$ cat src/rtl/rtc_regfile_pkg.sv
package rtc_regfile_pkg;
  localparam int unsigned ADDR_W  = 6;
  localparam int unsigned DATA_W  = 8;
  localparam int unsigned N_TIME  = 10;
  localparam int unsigned OFS_SEC = 0;
  localparam int unsigned OFS_A   = 10;
  localparam int unsigned OFS_B   = 11;
  localparam int unsigned OFS_C   = 12;
  localparam int unsigned OFS_D   = 13;
  localparam int unsigned OFS_RAM = 14;
  localparam int unsigned N_LOC   = 1 << ADDR_W;

  typedef logic [DATA_W-1:0] byte_t;

  typedef struct packed {
    logic              wr;
    logic [ADDR_W-1:0] addr;
    byte_t             data;
  } host_wr_t;
endpackage

$ cat src/rtl/rtc_bus_if.sv
module rtc_bus_if
  import rtc_regfile_pkg::*;
(
  input  logic              clk_i,
  input  logic              rst_ni,
  input  logic              bus_en_i,
  input  logic              cs_i,
  input  logic              as_i,
  input  logic              ds_i,
  input  logic              rw_i,
  input  byte_t             ad_i,
  output host_wr_t          wr_o,
  output logic [ADDR_W-1:0] addr_o,
  output logic              rd_o
);
  logic              as_q, ds_q;
  logic [ADDR_W-1:0] addr_q;
  logic              as_fall, ds_fall;

  assign as_fall = as_q & ~as_i & bus_en_i;
  assign ds_fall = ds_q & ~ds_i;

  always_ff @(posedge clk_i or negedge rst_ni) begin
    if (!rst_ni) begin
      as_q   <= 1'b0;
      ds_q   <= 1'b0;
      addr_q <= '0;
    end else begin
      as_q <= as_i;
      ds_q <= ds_i;
      if (as_fall) addr_q <= ad_i[ADDR_W-1:0];
    end
  end

  always_comb begin
    wr_o.wr   = ds_fall & ~rw_i & cs_i & bus_en_i;
    wr_o.addr = addr_q;
    wr_o.data = ad_i;
  end

  assign addr_o = addr_q;
  assign rd_o   = ds_i & rw_i & cs_i & bus_en_i;
endmodule

$ cat src/rtl/rtc_time_bank.sv
module rtc_time_bank
  import rtc_regfile_pkg::*;
#(
  parameter int unsigned N_BYTES = N_TIME,
  parameter int unsigned ENG_AW  = $clog2(N_BYTES)
) (
  input  logic              clk_i,
  input  logic              rst_ni,
  input  host_wr_t          hwr_i,
  input  logic              lock_i,
  input  logic              eng_we_i,
  input  logic [ENG_AW-1:0] eng_addr_i,
  input  byte_t             eng_wdata_i,
  output byte_t             bytes_o [N_BYTES]
);
  byte_t time_q [N_BYTES];

  for (genvar g = 0; g < N_BYTES; g++) begin : g_byte
    logic  eng_hit, host_hit;
    byte_t host_val;
    assign eng_hit  = lock_i & eng_we_i & (eng_addr_i == ENG_AW'(g));
    assign host_hit = ~lock_i & hwr_i.wr & (hwr_i.addr == ADDR_W'(g));
    if (g == OFS_SEC) begin : g_ro_msb
      assign host_val = {time_q[g][DATA_W-1], hwr_i.data[DATA_W-2:0]};
    end else begin : g_full
      assign host_val = hwr_i.data;
    end
    always_ff @(posedge clk_i or negedge rst_ni) begin
      if (!rst_ni)       time_q[g] <= '0;
      else if (eng_hit)  time_q[g] <= eng_wdata_i;
      else if (host_hit) time_q[g] <= host_val;
    end
    assign bytes_o[g] = time_q[g];
  end
endmodule

$ cat src/rtl/rtc_ram_bank.sv
module rtc_ram_bank
  import rtc_regfile_pkg::*;
#(
  parameter int unsigned BASE  = OFS_RAM,
  parameter int unsigned WORDS = N_LOC - OFS_RAM
) (
  input  logic              clk_i,
  input  logic              rst_ni,
  input  host_wr_t          hwr_i,
  input  logic [ADDR_W-1:0] rd_addr_i,
  output byte_t             rd_data_o
);
  byte_t             ram_q [WORDS];
  logic [ADDR_W-1:0] rd_idx;

  for (genvar g = 0; g < WORDS; g++) begin : g_word
    always_ff @(posedge clk_i or negedge rst_ni) begin
      if (!rst_ni) ram_q[g] <= '0;
      else if (hwr_i.wr && hwr_i.addr == ADDR_W'(BASE + g)) ram_q[g] <= hwr_i.data;
    end
  end

  assign rd_idx    = rd_addr_i - ADDR_W'(BASE);
  assign rd_data_o = (rd_addr_i >= ADDR_W'(BASE) && rd_idx < ADDR_W'(WORDS)) ? ram_q[rd_idx] : '0;
endmodule

$ cat src/rtl/rtc_regfile.sv
module rtc_regfile
  import rtc_regfile_pkg::*;
#(
  parameter logic [7:0] LOCK_VAL = 8'hFF
) (
  input  logic       clk_i,
  input  logic       rst_ni,
  input  logic       bus_en_i,
  input  logic       cs_i,
  input  logic       as_i,
  input  logic       ds_i,
  input  logic       rw_i,
  input  logic [7:0] ad_i,
  output logic [7:0] ad_o,
  output logic       ad_oe_o,
  input  logic       upd_win_i,
  input  logic       uip_i,
  input  logic       eng_we_i,
  input  logic [3:0] eng_addr_i,
  input  logic [7:0] eng_wdata_i,
  output logic [7:0] eng_rdata_o,
  input  logic [7:0] stat_c_i,
  input  logic [7:0] stat_d_i,
  output logic [6:0] ctrl_a_o,
  output logic [7:0] ctrl_b_o
);
  localparam int unsigned ENG_AW = $clog2(N_TIME);

  host_wr_t          hwr;
  logic [ADDR_W-1:0] host_addr;
  logic              host_rd;
  byte_t             time_b [N_TIME];
  byte_t             ram_rd;
  byte_t             rd_mux;
  byte_t             sec_byte;
  logic [DATA_W-2:0] ctrl_a_q;
  byte_t             ctrl_b_q;

  rtc_bus_if u_bus (
    .clk_i    (clk_i),
    .rst_ni   (rst_ni),
    .bus_en_i (bus_en_i),
    .cs_i     (cs_i),
    .as_i     (as_i),
    .ds_i     (ds_i),
    .rw_i     (rw_i),
    .ad_i     (ad_i),
    .wr_o     (hwr),
    .addr_o   (host_addr),
    .rd_o     (host_rd)
  );

  rtc_time_bank #(.N_BYTES(N_TIME), .ENG_AW(ENG_AW)) u_time (
    .clk_i       (clk_i),
    .rst_ni      (rst_ni),
    .hwr_i       (hwr),
    .lock_i      (upd_win_i),
    .eng_we_i    (eng_we_i),
    .eng_addr_i  (eng_addr_i[ENG_AW-1:0]),
    .eng_wdata_i (eng_wdata_i),
    .bytes_o     (time_b)
  );

  rtc_ram_bank #(.BASE(OFS_RAM), .WORDS(N_LOC - OFS_RAM)) u_ram (
    .clk_i     (clk_i),
    .rst_ni    (rst_ni),
    .hwr_i     (hwr),
    .rd_addr_i (host_addr),
    .rd_data_o (ram_rd)
  );

  // control byte A keeps only its writable low bits; B is a full byte
  always_ff @(posedge clk_i or negedge rst_ni) begin
    if (!rst_ni) begin
      ctrl_a_q <= '0;
      ctrl_b_q <= '0;
    end else if (hwr.wr) begin
      if (hwr.addr == ADDR_W'(OFS_A)) ctrl_a_q <= hwr.data[DATA_W-2:0];
      if (hwr.addr == ADDR_W'(OFS_B)) ctrl_b_q <= hwr.data;
    end
  end

  always_comb begin
    if (host_addr < ADDR_W'(N_TIME))
      rd_mux = upd_win_i ? LOCK_VAL : time_b[host_addr[ENG_AW-1:0]];
    else if (host_addr == ADDR_W'(OFS_A)) rd_mux = {uip_i, ctrl_a_q};
    else if (host_addr == ADDR_W'(OFS_B)) rd_mux = ctrl_b_q;
    else if (host_addr == ADDR_W'(OFS_C)) rd_mux = stat_c_i;
    else if (host_addr == ADDR_W'(OFS_D)) rd_mux = stat_d_i;
    else rd_mux = ram_rd;
  end

  assign ad_o        = host_rd ? rd_mux : '0;
  assign ad_oe_o     = host_rd;
  assign eng_rdata_o = (eng_addr_i < 4'(N_TIME)) ? time_b[eng_addr_i[ENG_AW-1:0]] : '0;
  assign ctrl_a_o    = ctrl_a_q;
  assign ctrl_b_o    = ctrl_b_q;
  assign sec_byte    = time_b[OFS_SEC];
endmodule

$ cat config.mk
export PLATFORM = sky130hd
export DESIGN_NAME = rtc_regfile
export DESIGN_NICKNAME = d
export VERILOG_FILES = /design/src/rtl/rtc_regfile_pkg.sv /design/src/rtl/rtc_bus_if.sv /design/src/rtl/rtc_time_bank.sv /design/src/rtl/rtc_ram_bank.sv /design/src/rtl/rtc_regfile.sv
export SDC_FILE = /design/constraint.sdc
export NUM_CORES = 1
export LEC_CHECK = 0
export CELL_PAD_IN_SITES_DETAIL_PLACEMENT = 0
export CELL_PAD_IN_SITES_GLOBAL_PLACEMENT = 1
export CORE_MARGIN = 1.5
export CORE_UTILIZATION = 53
export CTS_BUF_LIST = sky130_fd_sc_hd__clkbuf_8
export CTS_CLUSTER_DIAMETER = 200
export CTS_CLUSTER_SIZE = 14
export DETAILED_ROUTE_END_ITERATION = 7
export GPL_TIMING_DRIVEN = 0
export PLACE_DENSITY = 0.83
export SLEW_MARGIN = 20
export SYNTH_ARGS = -nofsm -noshare
export SYNTH_HDL_FRONTEND = slang
export SYNTH_HIERARCHICAL = 1
export SYNTH_SLANG_ARGS = --single-unit
$ cat constraint.sdc
create_clock -name clk_i -period 4.2 [get_ports clk_i]
set_input_delay 0.63 -clock clk_i [delete_from_list [all_inputs] [get_ports clk_i]]
set_output_delay 0.63 -clock clk_i [all_outputs]
set_load 0.005 [all_outputs]
==> results.md, run 1 <==
- Status: finished with violations
- Failing checks: negative setup slack
- Post-placement cell area: 0.0273 mm2
- GRT Util Overall: 0.339
- Post-route ant nets: 0
- Final Core Density: 0.607
- Die Ht: 223 um
- Worst EP required: 3.57 ns
- GPL Wtd Cong: about 0.98
- Top cells by area, synth: dfrtp_1, mux2_2, mux4_2
- Leakage Power: 12.9 nW
- Clock sink count: 503
- Clk buf depth: 3
- Residual DRC count: 0
- Asr flop ratio synth: 1.00
- Die ar.: between 0.04 and 0.05 mm2
- Area leader, netlist: dfrtp_1
- Synth Area per Inst: ~13 um2
- Tmin final: 4.21 ns
- Clock latency on the worst-skew pair: 0.66 ns
- Vias/cell: slightly below 7
- RSZ-0062 raised after global routing: true
- Adder-Cell Fraction of Synth Area: 0.000486
- Seq cells post-synth: between 500 and 600
- Mapped cell area: 0.0257 mm2
- First-pass GRT wire length: 125000 um
- Design Area, Final: 0.0290 mm2
- Setup WS post-layout: -0.0124 ns
- Worst EP arrival: 3.58 ns
- CTS tree: done
- Mux share of post-synthesis cell area: 0.326
- Gr ovfl total: 0
- Buffers on Ports: 67
- P_int: 0.00753 W
- Horiz. Die Dim: 223 um
- Nets@finish: 2202
- Reg power frac: 0.475
- Net Sw Frac: 0.342
- Final period utilization: 1.00
- Yosys warns: 6
- Gate power share: 0.304
- Multi-input logic area: 0.0127 mm2
- Clk pin slew, worst setup/hold paths: 0.11 ns
- Hold WC Path Type: input port to flip-flop
- Initial antenna violation count: 0
- DR WL/cell: 30.3 um
- Final slew viol count: 0
- Wirelength, routed: between 80000 and 90000 um
- Worst hold margin: around 0.36 ns
- Synth Area in Compound Gates: 0.0641
- Post-synthesis sequential area ratio: 0.489
- Max VDD drop: ~0.00028 V
- FILL cells: around 3700
- Worst Tran Pin Value: between 1 and 1.5 ns
- P_sw: ~0.0039 W
- Synthesized instance count: 2002
- Syn nets: 2049
- Drt pass-1 iters: 5
- Clk_skew: 0.0403 ns
- CP Class: flip-flop to primary output
- Register area: 0.0126 mm2
- Htree depth: 2
- FMAX: approximately 240 MHz
- Rows: 80
- Vias in the first global route: 19100
- HPWL after detailed placement: 57600 um
- Core ar.: 0.0478 mm2
- CP Capture Type: primary output
- Layout cells sized above 1: 0.381
- # IOs: between 70 and 80
- Post-synthesis xor/xnor area fraction: 0.00170
- Via count: 19000
- Post-synth EDFFs: 0
- Count of cell types in the netlist: 66
- Top FF cell, synth: dfrtp_1
- ANT cells: 0
- Cts bufs inserted: 41
- Largest net degree at the start of global routing: 107
- Setup crit start kind: flip-flop
- Critical path fanouts, max: 10
- Synth top area share: 0.489
- Power Density: 395 mW/mm2
- Starting density of the core: 0.538
- Setup-failing EPs final: 2
- Largest family of logic cells by synthesized area: multiplexers
- Root Buffer: clkbuf_8
- Synth-to-Final Area Change: 12.8%
- Maxcap violations: 0
- Final hold vios: 0
- Slew headroom: 0.246
- Part of the power in the clock network: 0.222
- DR iter-0 viols: ~2600
- Post-synthesis simple-gate area fraction: 0.0813
-- layout make-up --
type / instances / area share
buffer: 198 / 0.0410
clock buffer: 42 / 0.0199
clock inverter: 3 / 0.000948
inverter: 4 / 0.000560
multi-input combinational: 1294 / 0.436
sequential: 503 / 0.434
tap: 615 / 0.0265
timing repair buffer: 113 / 0.0410
-- cells in the mapped netlist (16+ instances only) --
library cell	instances
a21oi_1	16
a22oi_1	16
a31oi_1	81
buf_2	40
buf_4	27
clkbuf_1	111
dfrtp_1	503
mux2_2	439
mux2i_1	63
mux4_2	108
nand2_1	83
nand3_1	118
nor2_1	36
nor3_1	87
o21ai_0	59
o21ai_1	32
-- through the flow --
stage,cells,setup slack (ns),power (W),setup TNS (ns)
after global routing,2772,-0.0614,0.0118,-0.149
after CTS,2770,-0.0546,0.0113,-0.103
after global placement,2684,-18.98,0.00822,-
after detailed placement,2691,-1.07,0.00827,-7.45
after floorplan,2002,0.965,0.00713,0
final,2772,-0.0124,0.0115,-0.0218
-- sequential cells by signal, indices dropped and copies added (netlist names) --
register and flops:
u_bus/as_q 1, u_bus/addr_o 6, ctrl_a_o 7, ctrl_b_o 8, u_bus/ds_q 1, u_time/bytes_o 80
u_ram/ram_q 400
-- path summary, 6_finish.rpt --
kind | end | cells after the start | slack, ns | from
worst min-delay path | ctrl_a_o[6]$_DFFE_PN0P_ | 2 | 0.36 | ad_i[6]
worst min register to register | u_ram/ram_q[294]$_DFFE_PN0P_ | 1 | 0.50 | u_ram/ram_q[294]$_DFFE_PN0P_
max in group asynchronous | u_ram/ram_q[154]$_DFFE_PN0P_ | 4 | 2.34 | rst_ni
min in group asynchronous | u_ram/ram_q[351]$_DFFE_PN0P_ | 2 | 0.48 | rst_ni
worst max register to register | u_ram/ram_q[236]$_DFFE_PN0P_ | 7 | 0.95 | u_bus/addr_o[0]$_DFFE_PN0P_
worst max-delay path | ad_o[7] | 11 | -0.01 | u_bus/addr_o[1]$_DFFE_PN0P_
-- critical path: stages (launching register included) --
cell	delay (ns)
dfrtp_2	0.49
ha_4	0.32
clkbuf_16	0.17
clkbuf_8	0.17
mux4_2	0.35
mux2i_4	0.23
o2111ai_2	0.19
a32oi_2	0.32
nor2_1	0.13
o211ai_1	0.25
a32oi_1	0.15
buf_2	0.15
-- power groups by stage --
stage               combinational, W  clock, W  sequential (W)
floorplan                    0.00173         0         0.00539
global placement             0.00269         0         0.00553
detailed placement           0.00274         0         0.00553
CTS                          0.00330   0.00257         0.00542
global route                 0.00362   0.00275         0.00547
finish                       0.00348   0.00254         0.00544
-- metal layers --
layer	track usage	vias up	wire, um	part of all wire
met4	0.132	0	3200	0.038
met5	0	-	0	0
met2	0.497	1131	36600	0.43
met3	0.0864	207	9470	0.11
met1	0.488	9885	34900	0.41
li1	-	7813	-	-
-- placed cells by master (no fill, tap or decap), drive strengths merged, types with 7 or more instances in the layout --
master         netlist  routed
nand2b               7       7
a221oi              15      15
nor2                42      42
a32oi               15      15
nor3                87      87
o21ai               91      91
nand2               83      83
or2                 16      16
clkdlybuf4s50        0      58
clkbuf             114     159
a31oi               81      81
a21oi               16      16
buf                 87     133
mux2i               63      63
mux2               449     449
nand3              118     118
mux4               117     117
o2111ai              8       8
a22oi               16      16
dfrtp              503     503
o211ai               8       8
-- cell families after synthesis --
logic type | count (synthesis)
compound gates | 262
mux | 629
buf+inv | 205
fa+ha+maj | 1
flops | 503
simple gates | 397
xor+xnor | 5
-- repair_timing --
action / in CTS / in global routing
resized for setup: 156 / 29
hold buffers: 1 / 0
pin swaps: 35 / 16
setup buffers: 31 / 4
gates cloned: 3 / 0
endpoints found under the hold margin: 57 / 0
endpoints found under the setup margin: 8 / 8
No activity file was read; power rests on OpenSTA's default activity.
==> run 2: changes to the inputs <==
--- a/config.mk
+++ b/config.mk
@@ -7,7 +7,6 @@
 export LEC_CHECK = 0
 export CELL_PAD_IN_SITES_DETAIL_PLACEMENT = 0
 export CELL_PAD_IN_SITES_GLOBAL_PLACEMENT = 1
-export CORE_MARGIN = 1.5
 export CORE_UTILIZATION = 53
 export CTS_BUF_LIST = sky130_fd_sc_hd__clkbuf_8
 export CTS_CLUSTER_DIAMETER = 200
==> results.md, run 2 (synthesized netlist as in run 1, its figures left out) <==
- Slew headroom: 0.216 (-0.0302)
- # IOs: 78 (unchanged)
- Critical path destination: ad_o[0]
- First-pass GRT wire length: 123000 um (-0.93%)
- Most frequent cells in the layout: dfrtp_1, mux2_2, nand3_1
- Setup WS post-layout: -0.0589 ns (-0.0465 ns)
- Clock sink count: 503 (unchanged)
- Clk pin slew, worst setup/hold paths: 0.10 ns (about the same)
- Root Buffer: clkbuf_8
- Leading cell type in the layout, fill and taps excluded: dfrtp_1
- Setup WS pre-CTS: -1.17 ns (-0.101 ns)
- Worst EP arrival: 3.63 ns (+0.05 ns)
- Buffers on Ports: 67 (unchanged)
- Residual DRC count: 0 (unchanged)
- Worst reg2reg setup slack: 1.01 ns (+0.06 ns)
- Setup-failing EPs final: 4 (+2)
- Final setup TNS: -0.122 ns (-0.100 ns)
- Met1 Use GR: 0.500 (+0.0126)
- Via count: 19000 (-0.36%)
- Hold WC Path Type: input port to flip-flop
- Clock latency on the worst-skew pair: 0.68 ns (+0.02 ns)
- Synth-to-Final Area Change: 12.8% (about the same)
- Worst EP required: 3.57 ns (about the same)
- DR WL/cell: 30.2 um (-0.59%)
- Multi-input logic area: 0.0127 mm2 (+0.15%)
- Final std cells w/o fill: 2770 (-0.072%)
- Maxcap violations: 0 (unchanged)
- Core ar.: 0.0478 mm2 (unchanged)
- Setup crit start kind: flip-flop
- Initial antenna violation count: 4 (+4)
- FMAX: 235 MHz (-1.1%)
- CP Class: flip-flop to primary output
- Wirelength, routed: 83600 um (-0.66%)
- HPWL after detailed placement: 57400 um (-0.38%)
- Reg2Reg Capture Point: u_ram/ram_q[139]$_DFFE_PN0P_
- Gr ovfl total: 0 (unchanged)
- Die ar.: 0.0495 mm2 (-0.89%)
- Cts bufs inserted: 41 (unchanged)
- Clk_skew: 0.0526 ns (+0.0123 ns)
- Nets@finish: 2200 (-0.091%)
- Power Density: 395 mW/mm2 (about the same)
- Leakage Power: 12.9 nW (-0.13%)
- Final slew viol count: 0 (unchanged)
- Status: finished with violations
- Most flops, register: u_ram/ram_q
- Rows: 80 (unchanged)
- Final period utilization: 1.01 (+0.0111)
- RR Startpoint: u_bus/ds_q$_DFF_PN0_
- Final hold vios: 0 (unchanged)
- Drt pass-1 iters: 6 (+1)
- Launch point of the worst path: u_bus/addr_o[1]$_DFFE_PN0P_
- Clk buf depth: 3 (unchanged)
- Horiz. Die Dim: 222 um (-0.45%)
- Largest net degree at the start of global routing: 101 (-5.6%)
- Vias in the first global route: 18700 (-1.9%)
- Reg2reg path depth: 6 (-1)
- Met2 Use GR: 0.497 (about the same)
- FILL cells: 3750 (+1.5%)
- RSZ-0062 raised after global routing: true
- Failing checks: negative setup slack
- Max reg flops: 400 (unchanged)
- Worst hold margin: 0.321 ns (-0.0387 ns)
- CTS tree: done
- Met3 Usage GRT: 0.0878 (+0.00141)
- Layout cells sized above 1: 0.380 (-0.00133)
- Worst Tran Pin Value: 1.17 ns (+0.0451 ns)
- DR iter-0 viols: 2539 (-2.8%)
- Die Ht: 222 um (-0.45%)
- Vias/cell: 6.85 (-0.29%)
- Max VDD drop: 0.000285 V (+2.0%)
- Register area: 0.0126 mm2 (unchanged)
- Starting density of the core: 0.538 (unchanged)
- Final Core Density: 0.607 (about the same)
- GR peak layer: met1
- Htree depth: 2 (unchanged)
- CP Capture Type: primary output
- Critical path fanouts, max: 5 (-5)
- Dpl cells: 2691 (unchanged)
- GPL Wtd Cong: 0.962 (-2.1%)
- GRT Util Overall: 0.339 (about the same)
- Post-route ant nets: 0 (unchanged)
- Tmin final: 4.26 ns (+0.0465 ns)
-- run 2: worst min-delay path by stage --
stage | cells after the start | slack (ns) | startpoint | endpoint
2_1_floorplan | 0 | 0.33 | rst_ni | ctrl_a_o[0]$_DFFE_PN0P_
3_3_place_gp | 1 | 0.47 | u_ram/ram_q[294]$_DFFE_PN0P_ | u_ram/ram_q[294]$_DFFE_PN0P_
3_5_place_dp | 1 | 0.48 | u_ram/ram_q[294]$_DFFE_PN0P_ | u_ram/ram_q[294]$_DFFE_PN0P_
4_1_cts | 2 | 0.30 | ad_i[6] | ctrl_b_o[6]$_DFFE_PN0P_
5_1_grt | 2 | 0.33 | ad_i[6] | ctrl_b_o[6]$_DFFE_PN0P_
6_report | 2 | 0.32 | ad_i[6] | ctrl_b_o[6]$_DFFE_PN0P_
-- run 2: final cells by class --
type,instances,area share
timing repair buffer,110,0.0400
sequential,503,0.434
antenna,1,0.0000862
tap,615,0.0265
buffer,199,0.0419
clock buffer,42,0.0199
inverter,4,0.000560
multi-input combinational,1294,0.437
clock inverter,2,0.000431
-- run 2: through the flow --
step	cell area [um2]	total power (W)
5_1_grt	29000	0.0118
3_5_place_dp	27300	0.00827
3_3_place_gp	27200	0.00822
2_1_floorplan	25700	0.00713
6_report	29000	0.0115
4_1_cts	28900	0.0113
-- run 2: where the power goes --
part	internal (W)	switching, W
sequential	0.00516	0.000313
combinational	0.00148	0.00198
clock	0.000902	0.00163
total	0.00754	0.00392
-- run 2: layer usage --
metal | routed length, um | vias to the layer above
met5 | 13 | -
met4 | 2300 | 2
met3 | 9380 | 159
met2 | 36900 | 1090
met1 | 34900 | 9903
li1 | - | 7813
-- run 2: critical path: stages (launching register included) --
cell	delay (ns)
dfrtp_2	0.49
ha_4	0.35
clkbuf_16	0.17
clkbuf_16	0.15
mux4_2	0.32
mux2i_2	0.22
o2111ai_2	0.23
a32oi_2	0.36
nor2_1	0.11
o211ai_1	0.24
a32oi_1	0.16
buf_2	0.16
-- run 2: timing repair --
item,CTS,global route
hold buffers,1,0
cloned,2,1
pin swaps,30,24
resized for setup,166,17
endpoints found under the hold margin,68,0
buffers inserted,27,5
setup endpoints to repair,8,8
==> run 3: changes to the inputs <==
==> constraint.sdc (replaced) <==
create_clock -name clk_i -period 4.2 [get_ports clk_i]
set_input_delay 0.63 -clock clk_i [delete_from_list [all_inputs] [get_ports clk_i]]
set_output_delay 0.63 -clock clk_i [all_outputs]
set_load 0.02 [all_outputs]
==> results.md, run 3 (synthesized netlist as in run 1, its figures left out) <==
- Rows: 80 (unchanged)
- CP max-delay cell: dfrtp_2
- Buf/Inv on CP: 3 (unchanged)
- Largest net degree at the start of global routing: 101 (unchanged)
- Via count: 18900 (-0.50%)
- Worst EP arrival: 3.63 ns (about the same)
- CP top delay family: compound AO/OA/AOI/OAI gates
- Nets@finish: 2185 (-0.68%)
- Tmin final: 4.26 ns (+0.00205 ns)
- RR Startpoint: u_bus/ds_q$_DFF_PN0_
- Horiz. Die Dim: 222 um (unchanged)
- Reg2reg path depth: 6 (unchanged)
- Root Buffer: clkbuf_8
- Slew headroom: 0.218 (+0.00206)
- Worst hold margin: 0.326 ns (+0.00516 ns)
- Power Density: 393 mW/mm2 (-0.40%)
- GRT Util Overall: 0.337 (-0.00277)
- Total power: 0.0113 W (-1.3%)
- CP peak stage delay: 0.51 ns (+0.02 ns)
- RSZ-0062 raised after global routing: true
- Clk_skew: 0.0518 ns (-0.000758 ns)
- Cell Chain, Critical Path: ha_4 -> clkbuf_16 -> clkbuf_16 -> mux4_2 -> mux2i_4 -> o2111ai_4 -> a32oi_2 -> nor2_2 -> o211ai_1 -> a32oi_1 -> buf_4
- GPL Wtd Cong: 0.962 (unchanged)
- FILL cells: 3807 (+1.5%)
- Clk pin slew, worst setup/hold paths: 0.09 ns (about the same)
- FMAX: 235 MHz (about the same)
- Htree depth: 2 (unchanged)
- Max reg flops: 400 (unchanged)
- Worst reg2reg setup slack: 1.03 ns (+0.02 ns)
- DR iter-0 viols: 2428 (-4.4%)
- First-pass GRT wire length: 122000 um (-0.77%)
- CP Class: flip-flop to primary output
- Clock latency on the worst-skew pair: 0.67 ns (about the same)
- Die Ht: 222 um (unchanged)
- Synth-to-Final Area Change: 11.8%
- Vias/cell: 6.85 (about the same)
- Core ar.: 0.0478 mm2 (unchanged)
- Leading cell type in the layout, fill and taps excluded: dfrtp_1
- Setup WS pre-CTS: -1.26 ns (-0.0904 ns)
- # IOs: 78 (unchanged)
- Worst path depth: 11 (unchanged)
- HPWL after detailed placement: 57400 um (unchanged)
- Setup-failing EPs final: 4 (unchanged)
- Hold WC Path Type: input port to flip-flop
- Final period utilization: 1.01 (about the same)
- CP Capture Type: primary output
- Layout cells sized above 1: 0.374 (-0.00622)
- Worst EP required: 3.57 ns (about the same)
- Failing checks: negative setup slack
- Setup crit start kind: flip-flop
- Clock sink count: 503 (unchanged)
- Maxcap violations: 0 (unchanged)
- Launch point of the worst path: u_bus/addr_o[1]$_DFFE_PN0P_
- Die ar.: 0.0495 mm2 (unchanged)
- Most frequent cells in the layout: dfrtp_1, mux2_2, nand3_1
- Wirelength, routed: 83200 um (-0.47%)
- Setup WS post-layout: -0.0609 ns (-0.00205 ns)
- Cts bufs inserted: 41 (unchanged)
- Critical path destination: ad_o[1]
- Worst Tran Pin Value: 1.17 ns (-0.00308 ns)
- Clk buf depth: 3 (unchanged)
- Max VDD drop: 0.000283 V (-0.86%)
- Residual DRC count: 0 (unchanged)
- Crit path top cell by count: clkbuf_16
- CTS tree: done
- Final Core Density: 0.601 (-0.00541)
- Status: finished with violations
- Drt pass-1 iters: 8 (+2)
- Post-route ant nets: 0 (unchanged)
- Leakage Power: 12.8 nW (-0.90%)
- DR WL/cell: 30.2 um (about the same)
- Most flops, register: u_ram/ram_q
- Initial antenna violation count: 3 (-1)
- Starting density of the core: 0.538 (unchanged)
- Buffers on Ports: 67 (unchanged)
- Final hold vios: 0 (unchanged)
- Gr ovfl total: 0 (unchanged)
- Vias in the first global route: 18600 (-0.62%)
- Critical path fanouts, max: 7 (+2)
- Final slew viol count: 0 (unchanged)
- Reg2Reg Capture Point: u_ram/ram_q[139]$_DFFE_PN0P_
==> run 3: area by class of cell <==
cell class	instances	area, um2	share of cell area
multi-input combinational	1294	12600	0.439
clock inverter	2	12.5	0.000435
timing repair buffer	95	982	0.0341
buffer	199	1180	0.0411
tap	615	769	0.0267
sequential	503	12600	0.438
clock buffer	42	578	0.0201
antenna	1	2.50	0.0000870
inverter	4	20.0	0.000696
==> run 3: through the flow <==
step                area (um2)  instances  TNS [ns]
finish                   28800       2755    -0.172
global route             28800       2755    -0.511
CTS                      28600       2752   -0.0686
detailed placement       27300       2691     -9.04
global placement         27200       2684  -9980.42
floorplan                25700       2002         0
==> run 3: layer usage <==
layer	wire length (um)	track usage	share of wire
met5	21	0	0.00025
met4	2340	0.103	0.028
met3	8870	0.0797	0.11
met2	36600	0.490	0.44
met1	35300	0.501	0.42
==> run 3: how the worst min path moves through the flow <==
stage,from,endpoint,slack (ns),cells after the start
6_report,ad_i[6],ctrl_b_o[6]$_DFFE_PN0P_,0.33,2
5_1_grt,ad_i[6],ctrl_b_o[6]$_DFFE_PN0P_,0.33,2
4_1_cts,ad_i[6],ctrl_b_o[6]$_DFFE_PN0P_,0.30,2
3_5_place_dp,u_ram/ram_q[294]$_DFFE_PN0P_,u_ram/ram_q[294]$_DFFE_PN0P_,0.48,1
3_3_place_gp,u_ram/ram_q[294]$_DFFE_PN0P_,u_ram/ram_q[294]$_DFFE_PN0P_,0.47,1
2_1_floorplan,rst_ni,ctrl_a_o[0]$_DFFE_PN0P_,0.33,0
==> run 3: worst reg2reg max path, cell delays in order (launching register included) <==
cell and delay, ns:
dfrtp_1 0.32, nor4b_2 0.59, buf_2 0.30, buf_2 0.20, nand3b_1 0.23, nor2_1 0.95, mux2_2 0.44
==> run 3: power by group <==
| group | internal (W) | switching [W] |
|---|---|---|
| clock | 0.000902 | 0.00162 |
| combinational | 0.00138 | 0.00195 |
| sequential | 0.00516 | 0.000314 |
==> run 3: what timing repair did <==
action	4_1_cts	5_1_grt
hold buffers	1	0
pin swaps	19	14
resized for setup	156	26
setup buffers	15	2
cloned	2	1
hold endpoints to repair	68	0
endpoints found under the setup margin	8	8
